## src/rtl/rgbfmt_pkg.sv

```systemverilog
package rgbfmt_pkg;

   localparam int CTRL_W = 17;

   // Working control word layout; bit positions are visible to software.
   // Three-bit groups are indexed 2 = hsync, 1 = vsync, 0 = data enable.
   typedef struct packed {
      logic       oe_mode;   // 16
      logic [1:0] order;     // 15:14
      logic [2:0] fmt;       // 13:11
      logic       clk_inv;   // 10
      logic [2:0] inv;       // 9:7
      logic [2:0] fall;      // 6:4
      logic [2:0] dis;       // 3:1
      logic       en;        // 0
   } fmt_ctrl_t;

   typedef enum logic [1:0] {
      ORD_RGB = 2'd0,
      ORD_BGR = 2'd1,
      ORD_GRB = 2'd2,
      ORD_BRG = 2'd3
   } chan_order_e;

   typedef enum logic [2:0] {
      PK_ZERO   = 3'd0,
      PK_565_LO = 3'd1,
      PK_565_P3 = 3'd2,
      PK_565_P2 = 3'd3,
      PK_666_LO = 3'd4,
      PK_666_LN = 3'd5,
      PK_888    = 3'd6,
      PK_RSVD   = 3'd7
   } pack_fmt_e;

endpackage

```

## src/rtl/rgbfmt_ctrl.sv

```systemverilog
module rgbfmt_ctrl
   import rgbfmt_pkg::*;
#(
   parameter int              ADDR_W   = 4,
   parameter int              BUS_W    = 32,
   parameter logic [BUS_W-1:0] ID_VALUE = 32'h0064_7069
) (
   input  logic              clk,
   input  logic              rst_n,
   input  logic [ADDR_W-1:0] reg_addr,
   input  logic              reg_wr,
   input  logic [BUS_W-1:0]  reg_wdata,
   output logic [BUS_W-1:0]  reg_rdata,
   input  logic              vs_start,
   output fmt_ctrl_t         active
);

   localparam int PAD_W = BUS_W - CTRL_W;

   if (BUS_W < CTRL_W) begin : g_bus_check
      $error("BUS_W must hold the control word");
   end
   if (ADDR_W < 1) begin : g_addr_check
      $error("ADDR_W must be at least 1");
   end

   fmt_ctrl_t shadow;
   logic      sel_ctrl;
   logic      load;

   assign sel_ctrl = (reg_addr == '0);
   assign load     = vs_start | ~active.en | ~shadow.en;

   always_ff @(posedge clk or negedge rst_n) begin
      if (!rst_n) begin
         shadow <= '0;
      end else if (reg_wr && sel_ctrl) begin
         shadow <= fmt_ctrl_t'(reg_wdata[CTRL_W-1:0]);
      end
   end

   always_ff @(posedge clk or negedge rst_n) begin
      if (!rst_n) begin
         active <= '0;
      end else if (load) begin
         active <= shadow;
      end
   end

   if (PAD_W > 0) begin : g_pad
      assign reg_rdata = sel_ctrl ? {{PAD_W{1'b0}}, shadow} : ID_VALUE;
   end else begin : g_nopad
      assign reg_rdata = sel_ctrl ? BUS_W'(shadow) : ID_VALUE;
   end

   // while running, settings hold until a vsync start
   assert_hold_R11: assert property (@(posedge clk) disable iff (!rst_n)
      (active.en && shadow.en && !vs_start) |=> $stable(active));

endmodule

```

## src/rtl/rgbfmt_order.sv

```systemverilog
module rgbfmt_order
   import rgbfmt_pkg::*;
#(
   parameter int CHAN_W = 8
) (
   input  logic [3*CHAN_W-1:0] pix,
   input  logic [1:0]          order,
   output logic [CHAN_W-1:0]   slot_a,
   output logic [CHAN_W-1:0]   slot_b,
   output logic [CHAN_W-1:0]   slot_c
);

   logic [CHAN_W-1:0] red, grn, blu;

   assign red = pix[3*CHAN_W-1 -: CHAN_W];
   assign grn = pix[2*CHAN_W-1 -: CHAN_W];
   assign blu = pix[CHAN_W-1   -: CHAN_W];

   always_comb begin
      unique case (chan_order_e'(order))
         ORD_BGR: begin slot_a = blu; slot_b = grn; slot_c = red; end
         ORD_GRB: begin slot_a = grn; slot_b = red; slot_c = blu; end
         ORD_BRG: begin slot_a = blu; slot_b = red; slot_c = grn; end
         default: begin slot_a = red; slot_b = grn; slot_c = blu; end
      endcase
   end

endmodule

```

## src/rtl/rgbfmt_pack.sv

```systemverilog
module rgbfmt_pack
   import rgbfmt_pkg::*;
#(
   parameter int CHAN_W = 8
) (
   input  logic [CHAN_W-1:0]   slot_a,
   input  logic [CHAN_W-1:0]   slot_b,
   input  logic [CHAN_W-1:0]   slot_c,
   input  logic [2:0]          fmt,
   output logic [3*CHAN_W-1:0] lines
);

   localparam int LINES_W = 3 * CHAN_W;

   if (CHAN_W != 8) begin : g_chan_check
      $error("packing layouts are defined for 8-bit channels");
   end

   logic [4:0] a5, c5;
   logic [5:0] a6, b6, c6;

   assign a5 = slot_a[CHAN_W-1 -: 5];
   assign c5 = slot_c[CHAN_W-1 -: 5];
   assign a6 = slot_a[CHAN_W-1 -: 6];
   assign b6 = slot_b[CHAN_W-1 -: 6];
   assign c6 = slot_c[CHAN_W-1 -: 6];

   always_comb begin
      unique case (pack_fmt_e'(fmt))
         PK_565_LO: lines = {8'b0, a5, b6, c5};
         PK_565_P3: lines = {3'b0, a5, 2'b0, b6, 3'b0, c5};
         PK_565_P2: lines = {2'b0, a5, 3'b0, b6, 2'b0, c5, 1'b0};
         PK_666_LO: lines = {6'b0, a6, b6, c6};
         PK_666_LN: lines = {2'b0, a6, 2'b0, b6, 2'b0, c6};
         PK_888:    lines = {slot_a, slot_b, slot_c};
         default:   lines = '0;
      endcase
   end

   // any nonzero packing leaves at least the top two lines clear
   //     unless the full-width layout is chosen
   always_comb begin
      assert_top_clear_R4: assert (fmt == 3'd6 || lines[LINES_W-1 -: 2] == 2'b00);
   end

endmodule

```

## src/rtl/rgbfmt_sync_lane.sv

```systemverilog
module rgbfmt_sync_lane (
   input  logic clk,
   input  logic rst_n,
   input  logic en,
   input  logic sig_in,
   input  logic inv,
   input  logic fall,
   input  logic dis,
   output logic sig_out
);

   logic pos_q;
   logic neg_q;

   always_ff @(posedge clk or negedge rst_n) begin
      if (!rst_n) begin
         pos_q <= 1'b0;
      end else if (!en) begin
         pos_q <= 1'b0;
      end else begin
         pos_q <= sig_in & ~dis;
      end
   end

   always_ff @(negedge clk or negedge rst_n) begin
      if (!rst_n) begin
         neg_q <= 1'b0;
      end else if (!en) begin
         neg_q <= 1'b0;
      end else begin
         neg_q <= pos_q;
      end
   end

   assign sig_out = en & ((fall ? neg_q : pos_q) ^ inv);

   // a suppressed line sits at its inactive level
   assert_dis_inactive_R8: assert property (@(posedge clk) disable iff (!rst_n)
      (en && dis && $past(en) && $past(dis)) |-> (sig_out == inv));

   // first cycle after enabling shows an inactive line
   assert_fresh_start_R10: assert property (@(posedge clk) disable iff (!rst_n)
      $rose(en) |-> (sig_out == inv));

endmodule

```

## src/rtl/rgb_out_fmt.sv

```systemverilog
module rgb_out_fmt
   import rgbfmt_pkg::*;
#(
   parameter int              ADDR_W   = 4,
   parameter int              BUS_W    = 32,
   parameter int              CHAN_W   = 8,
   parameter logic [BUS_W-1:0] ID_VALUE = 32'h0064_7069
) (
   input  logic                clk,
   input  logic                rst_n,
   input  logic [ADDR_W-1:0]   reg_addr,
   input  logic                reg_wr,
   input  logic [BUS_W-1:0]    reg_wdata,
   output logic [BUS_W-1:0]    reg_rdata,
   input  logic [3*CHAN_W-1:0] pix_in,
   input  logic                hs_in,
   input  logic                vs_in,
   input  logic                de_in,
   output logic [3*CHAN_W-1:0] pix_out,
   output logic                hs_out,
   output logic                vs_out,
   output logic                de_out,
   output logic                disp_clk
);

   localparam int PIX_W   = 3 * CHAN_W;
   localparam int N_LANES = 3;

   fmt_ctrl_t         act;
   logic              vs_prev;
   logic              vs_start;
   logic [CHAN_W-1:0] sa, sb, sc;
   logic [PIX_W-1:0]  packed_px;
   logic [PIX_W-1:0]  data_q;
   logic              de_src;
   logic [N_LANES-1:0] lane_in;
   logic [N_LANES-1:0] lane_out;

   always_ff @(posedge clk or negedge rst_n) begin
      if (!rst_n) vs_prev <= 1'b0;
      else        vs_prev <= vs_in;
   end
   assign vs_start = vs_in & ~vs_prev;

   rgbfmt_ctrl #(
      .ADDR_W  (ADDR_W),
      .BUS_W   (BUS_W),
      .ID_VALUE(ID_VALUE)
   ) u_ctrl (
      .clk      (clk),
      .rst_n    (rst_n),
      .reg_addr (reg_addr),
      .reg_wr   (reg_wr),
      .reg_wdata(reg_wdata),
      .reg_rdata(reg_rdata),
      .vs_start (vs_start),
      .active   (act)
   );

   rgbfmt_order #(.CHAN_W(CHAN_W)) u_order (
      .pix   (pix_in),
      .order (act.order),
      .slot_a(sa),
      .slot_b(sb),
      .slot_c(sc)
   );

   rgbfmt_pack #(.CHAN_W(CHAN_W)) u_pack (
      .slot_a(sa),
      .slot_b(sb),
      .slot_c(sc),
      .fmt   (act.fmt),
      .lines (packed_px)
   );

   always_ff @(posedge clk or negedge rst_n) begin
      if (!rst_n)       data_q <= '0;
      else if (!act.en) data_q <= '0;
      else              data_q <= packed_px;
   end

   assign pix_out = act.en ? data_q : '0;

   assign de_src  = act.oe_mode ? de_in : (hs_in | vs_in);
   assign lane_in = {hs_in, vs_in, de_src};

   for (genvar i = 0; i < N_LANES; i++) begin : g_lane
      rgbfmt_sync_lane u_lane (
         .clk    (clk),
         .rst_n  (rst_n),
         .en     (act.en),
         .sig_in (lane_in[i]),
         .inv    (act.inv[i]),
         .fall   (act.fall[i]),
         .dis    (act.dis[i]),
         .sig_out(lane_out[i])
      );
   end

   assign hs_out   = lane_out[2];
   assign vs_out   = lane_out[1];
   assign de_out   = lane_out[0];
   assign disp_clk = act.en & (clk ^ act.clk_inv);

   // full-width, native order passes the pixel one cycle later
   assert_pass_through_R5: assert property (@(posedge clk) disable iff (!rst_n)
      (act.en && $past(act.en) && $past(act.fmt) == 3'd6 && $past(act.order) == 2'd0)
      |-> (pix_out == $past(pix_in)));

   // blank layouts drive zero
   assert_blank_fmt_R4: assert property (@(posedge clk) disable iff (!rst_n)
      ($past(act.en) && ($past(act.fmt) == 3'd0 || $past(act.fmt) == 3'd7))
      |-> (pix_out == '0));

   // pipeline starts cleared on enable
   assert_clear_on_enable_R10: assert property (@(posedge clk) disable iff (!rst_n)
      $rose(act.en) |-> (pix_out == '0));

endmodule

```

## config.mk

```make
export PLATFORM = sky130hd
export DESIGN_NAME = rgb_out_fmt
export DESIGN_NICKNAME = d
export VERILOG_FILES = /design/src/rtl/rgbfmt_pkg.sv /design/src/rtl/rgbfmt_ctrl.sv /design/src/rtl/rgbfmt_order.sv /design/src/rtl/rgbfmt_pack.sv /design/src/rtl/rgbfmt_sync_lane.sv /design/src/rtl/rgb_out_fmt.sv
export SDC_FILE = /design/constraint.sdc
export NUM_CORES = 1
export LEC_CHECK = 0
export BUFFER_PORTS_ARGS = -buffer_cell sky130_fd_sc_hd__buf_2
export CAP_MARGIN = 20
export CELL_PAD_IN_SITES_DETAIL_PLACEMENT = 0
export CELL_PAD_IN_SITES_GLOBAL_PLACEMENT = 1
export CORE_ASPECT_RATIO = 2
export CORE_MARGIN = 2
export CORE_UTILIZATION = 37
export CTS_BUF_LIST = sky130_fd_sc_hd__clkbuf_2
export DETAILED_ROUTE_END_ITERATION = 10
export GPL_ROUTABILITY_DRIVEN = 0
export GPL_TIMING_DRIVEN = 0
export PLACE_DENSITY_LB_ADDON = 0.12
export SLEW_MARGIN = 5
export SYNTH_ARGS = -nofsm -noshare
export SYNTH_HDL_FRONTEND = slang
export SYNTH_HIERARCHICAL = 1
export SYNTH_SLANG_ARGS = --single-unit
```

## constraint.sdc

```tcl
create_clock -name clk -period 1.8 [get_ports clk]
set_input_delay 0.09 -clock clk [delete_from_list [all_inputs] [get_ports clk]]
set_output_delay 0.09 -clock clk [all_outputs]
set_load 0.01 [all_outputs]
```

=== After elaboration in Yosys (flattened, before gate mapping) ===
Index checks and enable logic that the tools add are counted.

* Bitwise gates (word level): 21
* Mux-type cells: 17
* Reduce and logical (&&, ||, !) cells: 4
* Equality and inequality tests: 9

{| class="wikitable"
|+ Operator list
! cell !! number
|-
| 24-bit case mux with 6 select lines || 1
|-
| 24-bit 2-to-1 mux || 2
|-
| 8-bit case mux with 2 select lines || 2
|-
| 23-bit 2-to-1 mux || 1
|-
| 1-bit 2-to-1 mux || 10
|-
| 3-bit == test (second input constant) || 3
|-
| 1-bit bitwise AND || 8
|-
| 8-bit 2-to-1 mux || 1
|-
| 3-bit by 2-bit == test with 1-bit output (second input constant) || 2
|-
| 1-bit NOT || 6
|-
| 2-bit == test (second input constant) || 2
|-
| 4-bit zero test || 1
|-
| 2-bit OR reduction || 2
|-
| 1-bit XOR || 4
|-
| 3-bit by 1-bit == test with 1-bit output (second input constant) || 1
|-
| 1-bit bitwise OR || 3
|-
| 2-bit by 1-bit == test with 1-bit output (second input constant) || 1
|-
| 1-bit logical AND || 1
|}

* Bits of input ports: 66
* Output and inout bits: 60
* Word-level logic and storage cells: 75
* Flip-flop bits (word level): 65

=== Longest topological paths before layout ===
* Depth in word-level cells: 5
* Gate-level depth with buffers: 8
* Mapped depth without buffers: 6

=== Modules after synthesis ===
Netlist, hierarchy kept.

{| class="wikitable"
|+ By module, submodules not included
! module !! times used !! sequential area each (µm²) !! area each (µm²) !! cells an instance
|-
| rgbfmt_ctrl || 1 || 850.8 || 1551.5 || 107
|-
| rgb_out_fmt || 1 || 625.6 || 1017.2 || 84
|-
| rgbfmt_pack || 1 || 0.0 || 818.3 || 110
|-
| rgbfmt_order || 1 || 0.0 || 396.6 || 46
|-
| rgbfmt_sync_lane || 3 || 50.0 || 95.1 || 8
|}

==> run metrics <==
HP Class primary input to asynchronous set/reset pin; Setup-failing EPs final 39; CP max stage cell dfrtn_1; top_reg_cell synth dfrtp_1; clk_lat worst skew approximately 0.60 ns; relative slew slack approximately 46%; final core occ a little under three fifths; peak supply drop 0.758 mV; maximum capacitance violations 0; via count between 3000 and 4000; Place WS -0.307 ns; crit path kind register to primary output; GRT overflow 0; count of warnings emitted by yosys 6; Clock Skews approximately 0.076 ns; post-route design area between 6000 and 7000 um2; Netlist cell types 42; critical path startpoint g_lane[2].u_lane/neg_q; DR WL/cell between 15 and 20 um; top-count cell post-synth dfrtp_1; leakage between 2 and 3 nW; synthesized area per cell around 11 um2; drt via density around 5; CP Max Fanout 1; PD cells roughly 1100 nW/um2; synth cell count leaders 62 x dfrtp_1, 47 x and2_1, 41 x mux2_2; residual DRC count 0; Worst EP arrival between 2 and 2.5 ns; sequential fraction of the synthesis area between 30% and 40%; core area 10800 um2; CTS tree done; gr usage total between 20% and 30%; Final WS setup -0.647 ns; final hold vios 0; first-pass GRT wire length about 18000 um; synthesized area 4070 um2; RSZ-0062 raised after global routing true; Seq cells post-synth 65; Port Buffers 98; detailed placement HPWL a little over 8000 um; Layout Nets 617; initial antenna violation count 1; Fin Setup TNS -4.14 ns; critical path cell sequence mux2i_1 > mux2i_1 > buf_2; Final Non-Filler Cells between 600 and 700; critical path buffer and inverter count 1; DRT Pass-1 Iters 4; largest net degree at the start of global routing 66; area delta synth->final 47.6%; die width approximately 78 um; violated checks setup timing; vias in the first global route about 3500; cell mode on critical path mux2i_1; WL final 11500 um; hold slack final about 0.079 ns; Area contributors post-synth dfrtp_1 38%, mux2_2 11%, and2_1 7.2%; Worst R2R Start u_ctrl/active[15]; Setup crit end kind primary output; io pins approximately 130; r2r setup slk -0.24 ns; ys async rst share 100%; worst-margin pin slew just over 0.8 ns; row count 54; DRT antenna net count 0; CP top delay family multiplexers; layout cells sized above 1 between 50% and 60%; Post-Synthesis Cells 371; worst path required time between 1.5 and 2 ns; status finished with violations; placed inst area roughly 4800 um2; reg2reg path depth 8; die area between 10000 and 15000 um2; Largest stage delay, worst path about 0.36 ns; number of fill cells 1011; Pwr Total 6.89 mW; number of synthesized flops with an enable pin 0; area leader, netlist dfrtp_1; Starting Density between 30% and 40%; fin. max-slew vios 0; worst r2r dst data_q[17]; initial drt markers about 170; top cell type's share of synthesized area 38.1%; Worst-path clk slew approximately 0.20 ns; placed cells 620; die span in y approximately 150 um; CP Launch Type register
[routing by layer]
metal | global-route usage (%) | vias to the layer above | routed length, um
met1 | 18.4 | 1637 | 3720
met5 | 0 | - | 0
met3 | 3.79 | 33 | 536
met4 | 17.2 | 0 | 746
met2 | 37.1 | 132 | 6540
li1 | - | 1635 | -
[worst max path at each step]
stage	endpoint	slack [ns]	depth (start not counted)
floorplan	data_q[5]	0.01	7
global placement	g_lane[2].u_lane/neg_q	-0.39	1
detailed placement	data_q[2]	-0.31	6
CTS	vs_out	-0.72	3
global route	vs_out	-0.81	3
finish	hs_out	-0.65	3
[cell type report]
type,count,area (um2),share of cell area (%)
Multi-Input combinational cell,267,2480,41.3
Sequential cell,65,1630,27.1
Timing Repair Buffer,154,1180,19.6
Buffer,39,333,5.54
Tap cell,140,175,2.92
Clock inverter,7,93.8,1.56
Clock buffer,13,71.3,1.19
Inverter,11,41.3,0.687
Antenna cell,2,5.00,0.0833
[placed cells by master, fill, tap and decap left out, drive strengths merged, types with 14 or more instances in the layout]
cell type / synthesis / final
a21oi: 14 / 14
dfrtp: 62 / 62
mux2: 56 / 56
buf: 31 / 158
a22oi: 14 / 14
mux2i: 25 / 25
dlygate4sd3: 0 / 28
clkbuf: 8 / 20
and2: 63 / 63
[power by group]
part | internal (mW) | total, mW | switching [mW]
Clock | 0.550 | 1.16 | 0.609
Combinational | 2.01 | 3.73 | 1.72
Sequential | 1.81 | 2.00 | 0.190
[cell families after synthesis]
group,after synthesis,synth area share (%)
XOR/XNOR,1,0.215
multiplexers,81,23.0
AO/OA/AOI/OAI,64,11.0
buffers and inverters,50,8.27
flip-flops,65,40.0
AND/OR/NAND/NOR,109,17.4
other,1,0.0922
[what timing repair did]
item,4_1_cts,5_1_grt
endpoints found under the hold margin,83,0
resized for setup,105,21
cloned,1,0
hold buffers,28,0
endpoints found under the setup margin,60,55
pin swaps,38,25
setup buffers,25,3
[state kept, by name, indices dropped and copies added (netlist names)]
register,count
data_q,24
g_lane.u_lane/neg_q,3
g_lane.u_lane/pos_q,3
u_ctrl/active,17
u_ctrl/shadow,17
vs_prev,1
Power figures use the tool's default switching activity.
